--- config.mk ---
export PLATFORM = sky130hd
export DESIGN_NAME = gpio_irq_bank
export DESIGN_NICKNAME = d
export VERILOG_FILES = /design/src/rtl/gpio_irq_pkg.sv /design/src/rtl/gpio_irq_sync.sv /design/src/rtl/gpio_irq_detect.sv /design/src/rtl/gpio_irq_regs.sv /design/src/rtl/gpio_irq_bank.sv
export SDC_FILE = /design/constraint.sdc
export NUM_CORES = 1
export LEC_CHECK = 0
export BUFFER_PORTS_ARGS = -buffer_cell sky130_fd_sc_hd__buf_2
export CAP_MARGIN = 20
export CORE_UTILIZATION = 60
export CTS_CLUSTER_SIZE = 28
export DETAILED_ROUTE_END_ITERATION = 6
export PLACE_DENSITY = 0.89
export SLEW_MARGIN = 20
export SYNTH_ARGS = -nofsm -noshare
export SYNTH_HDL_FRONTEND = slang
export SYNTH_SLANG_ARGS = --single-unit
export TNS_END_PERCENT = 30
--- constraint.sdc ---
create_clock -name clk -period 2 [get_ports clk]
set_input_delay 0.2 -clock clk [delete_from_list [all_inputs] [get_ports clk]]
set_output_delay 0.2 -clock clk [all_outputs]
set_load 0.05 [all_outputs]
--- src/rtl/gpio_irq_pkg.sv ---
`timescale 1ns/1ps
package gpio_irq_pkg;
  localparam int unsigned REG_AW = 3;

  typedef enum logic [REG_AW-1:0] {
    REG_EN_SET = 3'd0,
    REG_EN_CLR = 3'd1,
    REG_MASK   = 3'd2,
    REG_STATUS = 3'd3,
    REG_TYPE   = 3'd4,
    REG_POL    = 3'd5,
    REG_ANY    = 3'd6,
    REG_NONE   = 3'd7
  } reg_sel_e;
endpackage

--- src/rtl/gpio_irq_sync.sv ---
`timescale 1ns/1ps
// Two-stage synchroniser plus one history stage for edge comparison.
module gpio_irq_sync #(
  parameter int unsigned W = 32
) (
  input  logic         clk,
  input  logic         rst_n,
  input  logic [W-1:0] pin_i,
  output logic [W-1:0] cur_o,
  output logic [W-1:0] prev_o
);
  logic [W-1:0] meta_q, cur_q, prev_q;

  always_ff @(posedge clk or negedge rst_n) begin
    if (!rst_n) begin
      meta_q <= '0;
      cur_q  <= '0;
      prev_q <= '0;
    end else begin
      meta_q <= pin_i;
      cur_q  <= meta_q;
      prev_q <= cur_q;
    end
  end

  assign cur_o  = cur_q;
  assign prev_o = prev_q;
endmodule

--- src/rtl/gpio_irq_detect.sv ---
`timescale 1ns/1ps
// Per-pin event qualification: level or edge, polarity, single or both edges.
module gpio_irq_detect #(
  parameter int unsigned W = 32
) (
  input  logic [W-1:0] cur_i,
  input  logic [W-1:0] prev_i,
  input  logic [W-1:0] edge_sel_i,
  input  logic [W-1:0] pol_i,
  input  logic [W-1:0] both_i,
  output logic [W-1:0] event_o
);
  for (genvar i = 0; i < W; i++) begin : g_pin
    logic rise, fall, hit;
    always_comb begin
      rise = cur_i[i] & ~prev_i[i];
      fall = ~cur_i[i] & prev_i[i];
      if (edge_sel_i[i]) begin
        if (both_i[i])     hit = rise | fall;
        else if (pol_i[i]) hit = rise;
        else               hit = fall;
      end else begin
        hit = (cur_i[i] == pol_i[i]);
      end
    end
    assign event_o[i] = hit;
  end
endmodule

--- src/rtl/gpio_irq_regs.sv ---
`timescale 1ns/1ps
// Enable set/clear, sticky status with write-1-clear, configuration words.
module gpio_irq_regs
  import gpio_irq_pkg::*;
#(
  parameter int unsigned W = 32
) (
  input  logic              clk,
  input  logic              rst_n,
  input  logic              bus_valid,
  input  logic              bus_write,
  input  logic [REG_AW-1:0] bus_addr,
  input  logic [W-1:0]      bus_wdata,
  input  logic [W-1:0]      event_i,
  output logic [W-1:0]      bus_rdata,
  output logic [W-1:0]      en_o,
  output logic [W-1:0]      status_o,
  output logic [W-1:0]      edge_sel_o,
  output logic [W-1:0]      pol_o,
  output logic [W-1:0]      both_o,
  output logic              irq_o
);
  reg_sel_e     sel;
  logic         wr;
  logic [W-1:0] en_q, en_d, status_q, status_d, clr_mask;
  logic [W-1:0] edge_q, pol_q, both_q;
  logic         en_we, edge_we, pol_we, both_we;

  assign sel = reg_sel_e'(bus_addr);
  assign wr  = bus_valid & bus_write;

  // next state
  always_comb begin
    en_we    = 1'b0;
    en_d     = en_q;
    clr_mask = '0;
    if (wr && sel == REG_EN_SET) begin
      en_we = 1'b1;
      en_d  = en_q | bus_wdata;
    end else if (wr && sel == REG_EN_CLR) begin
      en_we = 1'b1;
      en_d  = en_q & ~bus_wdata;
    end
    if (wr && sel == REG_STATUS) clr_mask = bus_wdata;
    status_d = (status_q & ~clr_mask) | event_i;
    edge_we  = wr && sel == REG_TYPE;
    pol_we   = wr && sel == REG_POL;
    both_we  = wr && sel == REG_ANY;
  end

  // registers
  always_ff @(posedge clk or negedge rst_n) begin
    if (!rst_n) begin
      en_q     <= '0;
      status_q <= '0;
      edge_q   <= '0;
      pol_q    <= '0;
      both_q   <= '0;
    end else begin
      status_q <= status_d;
      if (en_we)   en_q   <= en_d;
      if (edge_we) edge_q <= bus_wdata;
      if (pol_we)  pol_q  <= bus_wdata;
      if (both_we) both_q <= bus_wdata;
    end
  end

  // read mux
  always_comb begin
    case (sel)
      REG_MASK:   bus_rdata = ~en_q;
      REG_STATUS: bus_rdata = status_q;
      REG_TYPE:   bus_rdata = edge_q;
      REG_POL:    bus_rdata = pol_q;
      REG_ANY:    bus_rdata = both_q;
      default:    bus_rdata = '0;
    endcase
  end

  assign irq_o      = |(status_q & en_q);
  assign en_o       = en_q;
  assign status_o   = status_q;
  assign edge_sel_o = edge_q;
  assign pol_o      = pol_q;
  assign both_o     = both_q;
endmodule

--- src/rtl/gpio_irq_bank.sv ---
`timescale 1ns/1ps
module gpio_irq_bank
  import gpio_irq_pkg::*;
#(
  parameter int unsigned NPINS = 32
) (
  input  logic              clk,
  input  logic              rst_n,
  input  logic [NPINS-1:0]  pin_i,
  input  logic              bus_valid,
  input  logic              bus_write,
  input  logic [REG_AW-1:0] bus_addr,
  input  logic [NPINS-1:0]  bus_wdata,
  output logic [NPINS-1:0]  bus_rdata,
  output logic              irq_o
);
  logic [NPINS-1:0] cur, prev, events;
  logic [NPINS-1:0] en_q, status_q, edge_q, pol_q, both_q;

  gpio_irq_sync #(.W(NPINS)) u_sync (
    .clk    (clk),
    .rst_n  (rst_n),
    .pin_i  (pin_i),
    .cur_o  (cur),
    .prev_o (prev)
  );

  gpio_irq_detect #(.W(NPINS)) u_detect (
    .cur_i      (cur),
    .prev_i     (prev),
    .edge_sel_i (edge_q),
    .pol_i      (pol_q),
    .both_i     (both_q),
    .event_o    (events)
  );

  gpio_irq_regs #(.W(NPINS)) u_regs (
    .clk        (clk),
    .rst_n      (rst_n),
    .bus_valid  (bus_valid),
    .bus_write  (bus_write),
    .bus_addr   (bus_addr),
    .bus_wdata  (bus_wdata),
    .event_i    (events),
    .bus_rdata  (bus_rdata),
    .en_o       (en_q),
    .status_o   (status_q),
    .edge_sel_o (edge_q),
    .pol_o      (pol_q),
    .both_o     (both_q),
    .irq_o      (irq_o)
  );
endmodule

# After elaboration in Yosys (flattened, before gate mapping)
# Index checks and enable logic that the tools add are counted.
dict set report classes {
  n_eq_ne 38
  n_mux 102
  bitwise_logic 169
  n_reduce_logical 10
}
# cell n
set ops {}
lappend ops {{32-bit case mux with 5 select lines} 1}
lappend ops {{1-bit two-way mux} 98}
lappend ops {{32-bit AND} 3}
lappend ops {{32-bit two-way mux} 3}
lappend ops {{32-bit inverter} 3}
lappend ops {{1-bit AND} 65}
lappend ops {{1-bit inverter} 64}
lappend ops {{32-bit bitwise OR} 2}
lappend ops {{1-bit equality test} 32}
lappend ops {{1-bit bitwise OR} 32}
lappend ops {{32-bit OR reduction} 1}
lappend ops {{3-bit equality test (second input constant)} 3}
lappend ops {{3-bit by 2-bit equality test with 1-bit output (second input constant)} 2}
lappend ops {{1-bit logical AND} 6}
lappend ops {{3-bit by 1-bit equality test with 1-bit output (second input constant)} 1}
lappend ops {{3-bit logical NOT} 1}
lappend ops {{2-bit AND reduction} 1}
lappend ops {{2-bit nonzero test} 1}
dict set report word_totals {
  regBits 256
  out_inout_bits 33
  elab_cells 327
}

# Depth between registers and ports, before layout
# Gate-level depths: netlist of the first run.
dict set report depth {
  depth_word 6
  mapped_depth 6
  depth_no_buf 5
}

# By module
# A second synthesis of the first run with hierarchy kept.
dict set report unflattened {
  cells_unflattened 1041
  hier_area_um2 12812.3
}
# module instances cells_per_inst area_per_inst_um2 seq_area_each_um2
set modules_own_cells {}
lappend modules_own_cells {gpio_irq_regs 1 625 7687.4 4003.8}
lappend modules_own_cells {gpio_irq_detect 1 320 2722.6 0.0}
lappend modules_own_cells {gpio_irq_sync 1 96 2402.3 2402.3}

# Least setup slack after synthesis of the first run
# No wires, ideal clock.
dict set report synth_timing {
  path_kind {input -> output}
  start {input bus_addr[0]}
  end {output bus_rdata[10]}
  t_arrival_ns 1.639
  t_required_ns 1.800
  path_slack_ns 0.161
  path_stages 6
  cell_sequence {buf_2 > or3b_2 > clkbuf_1 > buf_1 > o22ai_1 > a21o_1}
}
dict set report synth_between {
  elab_chain_len 2
  elab_cells_between_ends 6
}
# element line_no
set synth_rtl {}
lappend synth_rtl {{start: declaration} gpio_irq_bank.sv:12} ;# input logic [REG_AW-1:0] bus_addr,
lappend synth_rtl {{3-bit equality test or 3-bit by 2-bit equality test with 1-bit output (tied branches)} gpio_irq_regs.sv:70} ;# case (sel)
lappend synth_rtl {{32-bit case mux with 5 select lines (*)} gpio_irq_regs.sv:70}
lappend synth_rtl {{end: declaration} gpio_irq_bank.sv:14} ;# output logic [NPINS-1:0] bus_rdata,
# Mark *: on every way between the ends. The rest lies on a longest branch, timed or not.

# Worst setup path in the final report of the first run
dict set report layout_timing {
  start {register u_regs.status_q[30] (netlist: u_regs.status_o[30])}
  end {output irq_o}
}
dict set report layout_between {
  elab_chain_len 2
}
# element line_no
set layout_rtl {}
lappend layout_rtl {{start: declaration} gpio_irq_regs.sv:25} ;# logic [W-1:0] en_q, en_d, status_q, status_d, clr_mask;
lappend layout_rtl {{start signal: assignment} gpio_irq_regs.sv:60} ;# status_q <= status_d;
lappend layout_rtl {{32-bit AND} gpio_irq_regs.sv:80} ;# assign irq_o = |(status_q & en_q);
lappend layout_rtl {{32-bit OR reduction} gpio_irq_regs.sv:80}
lappend layout_rtl {{end: declaration} gpio_irq_bank.sv:15} ;# output logic irq_o
# Every way passes these cells.

==> results of run 1 <==
per-layer routing:
layer / vias to the layer above / GRT usage (%)
li1: 3914 / -
met1: 4416 / 38.7
met2: 386 / 49.2
met3: 83 / 6.21
met4: 0 / 11.5
met5: - / 0
repair_timing:
action,in CTS,in global routing
hold buffers,64,0
hold endpoints to repair,217,0
pin swaps,3,1
resized for setup,11,1
buffers inserted,2,0
setup endpoints to repair,1,1
worst paths after layout:
path	startpoint	to	slack, ns
max	u_regs.status_o[30]	irq_o	-0.25
min	bus_wdata[13]	u_regs.both_o[13]	0.0005
max reg2reg	u_sync.cur_o[4]	u_regs.status_o[4]	0.46
min reg2reg	u_sync.meta_q[31]	u_sync.cur_o[31]	0.34
max in group asynchronous	rst_n	u_sync.meta_q[16]	1.11
min in group asynchronous	rst_n	u_sync.prev_o[26]	0.22
layout by cell type (no fill, tap or decap), drive strengths merged:
cell         count
o22ai           31
dlygate4sd3     64
mux2           128
xor2            32
or3b             2
dfrtp          256
inv            128
nor3             1
a22oi           16
o21ai            2
diode            1
nor4bb           1
ha              64
o211ai          32
or4              1
mux2i           64
and3            32
nand4            4
nor2b            3
nand3            1
nor3b            1
nand2           65
o221ai          32
buf            137
clkbuf          44
a22o            32
and4b            1
nand3b           1
a21o            31
clkinv           3
nand2b           1
layout make-up:
class                      instances  share of cell area (%)
tap                              270                    2.26
sequential                       256                    42.9
antenna                            1                  0.0168
clock inverter                     3                   0.101
multi-input combinational        578                    35.5
timing repair buffer             201                    10.7
inverter                         128                    3.22
clock buffer                      44                    5.36
cells by family after synthesis:
family | Yosys count | synth area share (%)
buf+inv | 173 | 5.76
fa+ha+maj | 64 | 6.49
flops | 256 | 52.0
xor+xnor | 32 | 2.27
simple gates | 114 | 4.70
mux | 192 | 17.8
compound gates | 176 | 11.0
metrics by stage:
stage               instance area, sq um  power (mW)  hold slack (ns)  setup slack [ns]  cells
finish                             14900        14.1         0.000456            -0.250   1481
global route                       14900        14.7          0.00326            -0.309   1481
CTS                                14900        14.1         0.000152            -0.226   1480
detailed placement                 13400        9.32            0.209             0.104   1367
global placement                   13400        9.17            0.210             0.160   1367
floorplan                          12300        8.43          -0.0956             0.161   1007
where the power goes:
part           total, mW  internal (mW)  switching [mW]
logic               2.70           1.35            1.35
clock network       4.66           2.70            1.96
registers           6.75           5.91           0.834
==> flow_summary.toml, run 1 <==
[cells_and_area]
multi_input_area_sq_mm = 0.00529
nets = 1327
final_util_pct = 74.0
drive_above_1_share_pct = 26.3
syn_to_final_growth_pct = 21.1
fill_cells = 1263
final-seq-area_sq_mm = 0.00641

[setup_path]
start_kind = "flip-flop"
crit_chain = "a22oi_2, nand4_1, or4_4, buf_6"
crit_buf_inv = 1
critPathRequiredTime_ns = 1.80
worstPathMaxFanout = 2
cp.depth = 4
r2r_cells = 5
crit_family = "simple AND/OR/NAND/NOR gates"
cp_slowest_stage_delay_ns = 0.55
crit_path_top_delay_cell = "or4_4"
end_kind = "output port"
criticalPathCategory = "flip-flop to output port"
arrival_ns = 2.05

[cts]
root_buffer = "clkbuf_16"
cts_made_buffers = 27
clkSinkCount = 256
clk_pin_slew_ns = 0.06
clock_path_buffers = 3
cts_tree = "yes"
clk_latency_ns = 0.53
cts_max_level = 1

[yosys]
synth.most_common_cell = "dfrtp_1"
yosysTopAreaCell = "dfrtp_1"
yosys-top-cells-count = "dfrtp_1 (256), inv_1 (128), mux2_2 (97), nand2_1 (65)"
ys_seq_elements = 256
syn-num-nets = 1142
synth_top_area_share_pct = 52.0
synthCells = 1007
yosysWarnings = 0
syn_area_per_cell_sq_um = 12.2
syn-cell-area_sq_mm = 0.0123
synth_edf_count = 0
yosys-top-cells-area = "dfrtp_1 (52%), mux2_2 (8.9%), ha_1 (6.5%)"
ys_types = 35
synth_ff_type = "dfrtp_1"
synthArstFlopShare_pct = 100
ys_seq_area_share_pct = 52.0

[timing]
finalHoldViolCount = 0
finalSetupViolations = 1
clock.fmax_ghz = 0.444
setup_ws_ns = -0.250
final.setup.tns_ns = -0.250
layout_min_cycle_time_ns = 2.25
drv_slew = 0
rsz0062_at_grt = "yes"
fin_skew_ns = 0.0173
slew_headroom_pct = 63.0
period_share_pct = 113
worst_pin_slew_ns = 0.555

[global_routing]
grt_usage_pct = 29.7
antenna_found_initial = 1
grt_max_degree = 70
grt-ovfl-total = 0
grt_pass1_wl_microns = 49600
grt_pass1_vias = 9306

[route]
drc_errors = 0
ant_nets = 0
post_drt_wl_per_cell_microns = 20.6
m1WireLength_microns = 12300
dr_wl_met3_microns = 2390
drt_iter0_drc = 607
vias = 8799
dr.pass1.iters = 5
highest_layer = "met4"
wl_met2_microns = 14800
wirelength_microns = 30500
via_per_inst = 5.94

[floorplan]
die_h_microns = 145
die_x_microns = 145
start_util_pct = 61.1
io_pins = 104
die_area_sq_mm = 0.0211
rows = 52
core_area_sq_mm = 0.0202

[min_path]
min_path_cells = 2
hp-class = "input pin to flip-flop"

[run]
max-cap-violations = 0

[placement]
portBuffers = 103
place_hpwl_microns = 19500
place.gp.congestion = 0.861

[run_status]
failed_checks = "setup timing"
status = "finished with violations"

[pwr]
p_leak_nw = 7.85
max-vdd-ir-drop_v = 0.000818
p_per_area_mw_per_mm2 = 945
Power figures use the tool's default switching activity.
==> run 2, diff against run 1 <==
--- a/config.mk
+++ b/config.mk
@@ -7,10 +7,10 @@
 export LEC_CHECK = 0
 export BUFFER_PORTS_ARGS = -buffer_cell sky130_fd_sc_hd__buf_2
 export CAP_MARGIN = 20
-export CORE_UTILIZATION = 60
+export CORE_UTILIZATION = 55
 export CTS_CLUSTER_SIZE = 28
 export DETAILED_ROUTE_END_ITERATION = 6
-export PLACE_DENSITY = 0.89
+export PLACE_DENSITY = 0.83
 export SLEW_MARGIN = 20
 export SYNTH_ARGS = -nofsm -noshare
 export SYNTH_HDL_FRONTEND = slang
==> run 2 against run 1 <==
Net effect:
- the run still ends with setup timing left
- final cell count is 0.34% higher
- sequential power hardly changed
- clock-buffer cell count is 10 lower
- first-iteration DRC count is 2.0% higher
- final area is 0.27% higher
- worst hold slack better by 0.14 ns
- largest cell class unchanged
- clock skew is 0.0077 ns lower
- flip-flop and latch count stayed put
- die area is 9.0% higher
- highest routed layer unchanged
==> flow_summary.toml, run 2 (synthesis gave the netlist of run 1 again) <==
[placement]
dpl_cell_area_sq_mm = 0.0134
dp.cells = 1371
place.gp.congestion = 0.816
place_hpwl_microns = 18200
dp_slack_ns = 0.0682
portBuffers = 103

[global_routing]
grt_pass1_wl_microns = 47400
grt-ovfl-total = 0
antenna_found_initial = 1
grt_pass1_vias = 8884
grt_usage_pct = 26.8
grt_max_degree = 70

[route]
drt_iter0_drc = 619
ant_nets = 0
drc_errors = 0
vias = 8525
via_per_inst = 5.74
post_drt_wl_per_cell_microns = 19.8
wirelength_microns = 29400
dr.pass1.iters = 5

[floorplan]
io_pins = 104
start_util_pct = 56.3
die_area_sq_mm = 0.0230
die_h_microns = 152
core_area_sq_mm = 0.0219
rows = 54
die_x_microns = 152

[setup_path]
r2r_slack_ns = 0.53
worstPathMaxFanout = 3
crit_buf_inv = 1
critPathRequiredTime_ns = 1.80
crit_chain = "a22oi_2, nand4_1, or4_4, buf_8"
r2r_cells = 5
cp.depth = 4
end_kind = "output port"
crit_path_top_delay_cell = "or4_4"
endpoint = "irq_o"
cp_slowest_stage_delay_ns = 0.60
start_kind = "flip-flop"
reg2reg_from = "u_sync.cur_o[7]"
reg2reg_to = "u_regs.status_o[7]"
criticalPathCategory = "flip-flop to output port"
arrival_ns = 2.11
crit_family = "simple AND/OR/NAND/NOR gates"

[timing]
finalHoldViolCount = 0
setup_ws_ns = -0.312
layout_min_cycle_time_ns = 2.31
rsz0062_at_grt = "yes"
period_share_pct = 116
fin_skew_ns = 0.00957
final.setup.tns_ns = -0.312
slew_headroom_pct = 73.8
clock.fmax_ghz = 0.433
drv_slew = 0
worst_pin_slew_ns = 0.393
finalSetupViolations = 1

[cts]
clk_latency_ns = 0.53
cts_tree = "yes"
clk_pin_slew_ns = 0.06
clock_path_buffers = 3
root_buffer = "clkbuf_16"
clkSinkCount = 256
cts_max_level = 1
cts_made_buffers = 27

[cells_and_area]
fin_area_sq_mm = 0.0150
final_cell_mix = "dfrtp_1 (256), inv_1 (128), buf_2 (100)"
stdcell_count = 1486
antenna_cells = 0
drive_above_1_share_pct = 26.5
nets = 1324
final_common_cell = "dfrtp_1"
syn_to_final_growth_pct = 21.4
fill_cells = 1587

[pwr]
p_per_area_mw_per_mm2 = 960
p_leak_nw = 7.85
max-vdd-ir-drop_v = 0.000804
power_mw = 14.4

[run_status]
status = "finished with violations"
failed_checks = "setup timing"

[min_path]
hp-class = "input pin to asynchronous set/reset pin"

[run]
max-cap-violations = 0
[run 2: changes by cell type in the layout (fill, tap and decap cells not counted), moves of 2 or more]
cell,before,now
a22oi_1,7,9
a22oi_2,9,7
buf_4,22,18
bufinv_16,0,2
clkbuf_1,11,2
clkinvlp_4,0,4
[run 2: worst min path at each step]
stage	start	to	slack (ns)	cells after the start
after floorplan	rst_n	asynchronous set/reset pin	-0.1	0
after global placement	rst_n	u_sync.meta_q[16]	0.11	1
after detailed placement	rst_n	u_sync.meta_q[16]	0.11	1
after CTS	rst_n	u_regs.edge_sel_o[10]	0.15	2
after global routing	rst_n	u_regs.edge_sel_o[10]	0.17	2
final	rst_n	u_sync.meta_q[16]	0.14	2
[run 2: what timing repair did]
action                                 4_1_cts  5_1_grt
gates resized for setup                     11        1
setup endpoints to repair                    1        3
pin swaps                                    5        4
hold buffers                                65        0
endpoints found under the hold margin      387        0
buffers inserted                             3        1
[run 2: final cells by class]
type / count / area, sq um / area share (%)
Clock buffer: 34 / 752 / 5.02
Timing Repair Buffer: 198 / 1570 / 10.5
Tap cell: 280 / 350 / 2.34
Sequential cell: 256 / 6410 / 42.8
Multi-Input combinational cell: 578 / 5280 / 35.3
Clock inverter: 12 / 128 / 0.853
Inverter: 128 / 480 / 3.21
[run 2: worst reg2reg max path: stages, from the launching register on]
cell and delay, ns:
dfrtp_1 0.43, inv_1 0.07, ha_1 0.20, mux2_2 0.25, o211ai_1 0.19, o221ai_1 0.18
[run 2: power by group]
group	leakage [nW]	internal [mW]	switching [mW]	total [mW]
Sequential	2.93	5.91	0.806	6.72
Clock	0.424	2.91	2.08	4.99
Combinational	4.50	1.35	1.31	2.67
Total	7.85	10.2	4.20	14.4
[run 2: layer usage]
layer / up-vias / routed length (microns) / track usage, % / part of all wire [%]
met5: - / 0 / 0 / 0
met2: 334 / 14000 / 43.0 / 48
met3: 42 / 2140 / 5.39 / 7.3
met4: 0 / 503 / 7.28 / 1.7
li1: 3900 / - / - / -
met1: 4249 / 12800 / 37.1 / 43
[run 2: per-stage QoR]
step                hold slack, ns  util, %
global route                 0.168     68.4
floorplan                  -0.0956        -
detailed placement           0.112     61.0
finish                       0.141     68.4
CTS                          0.145     68.3
global placement             0.114     61.0
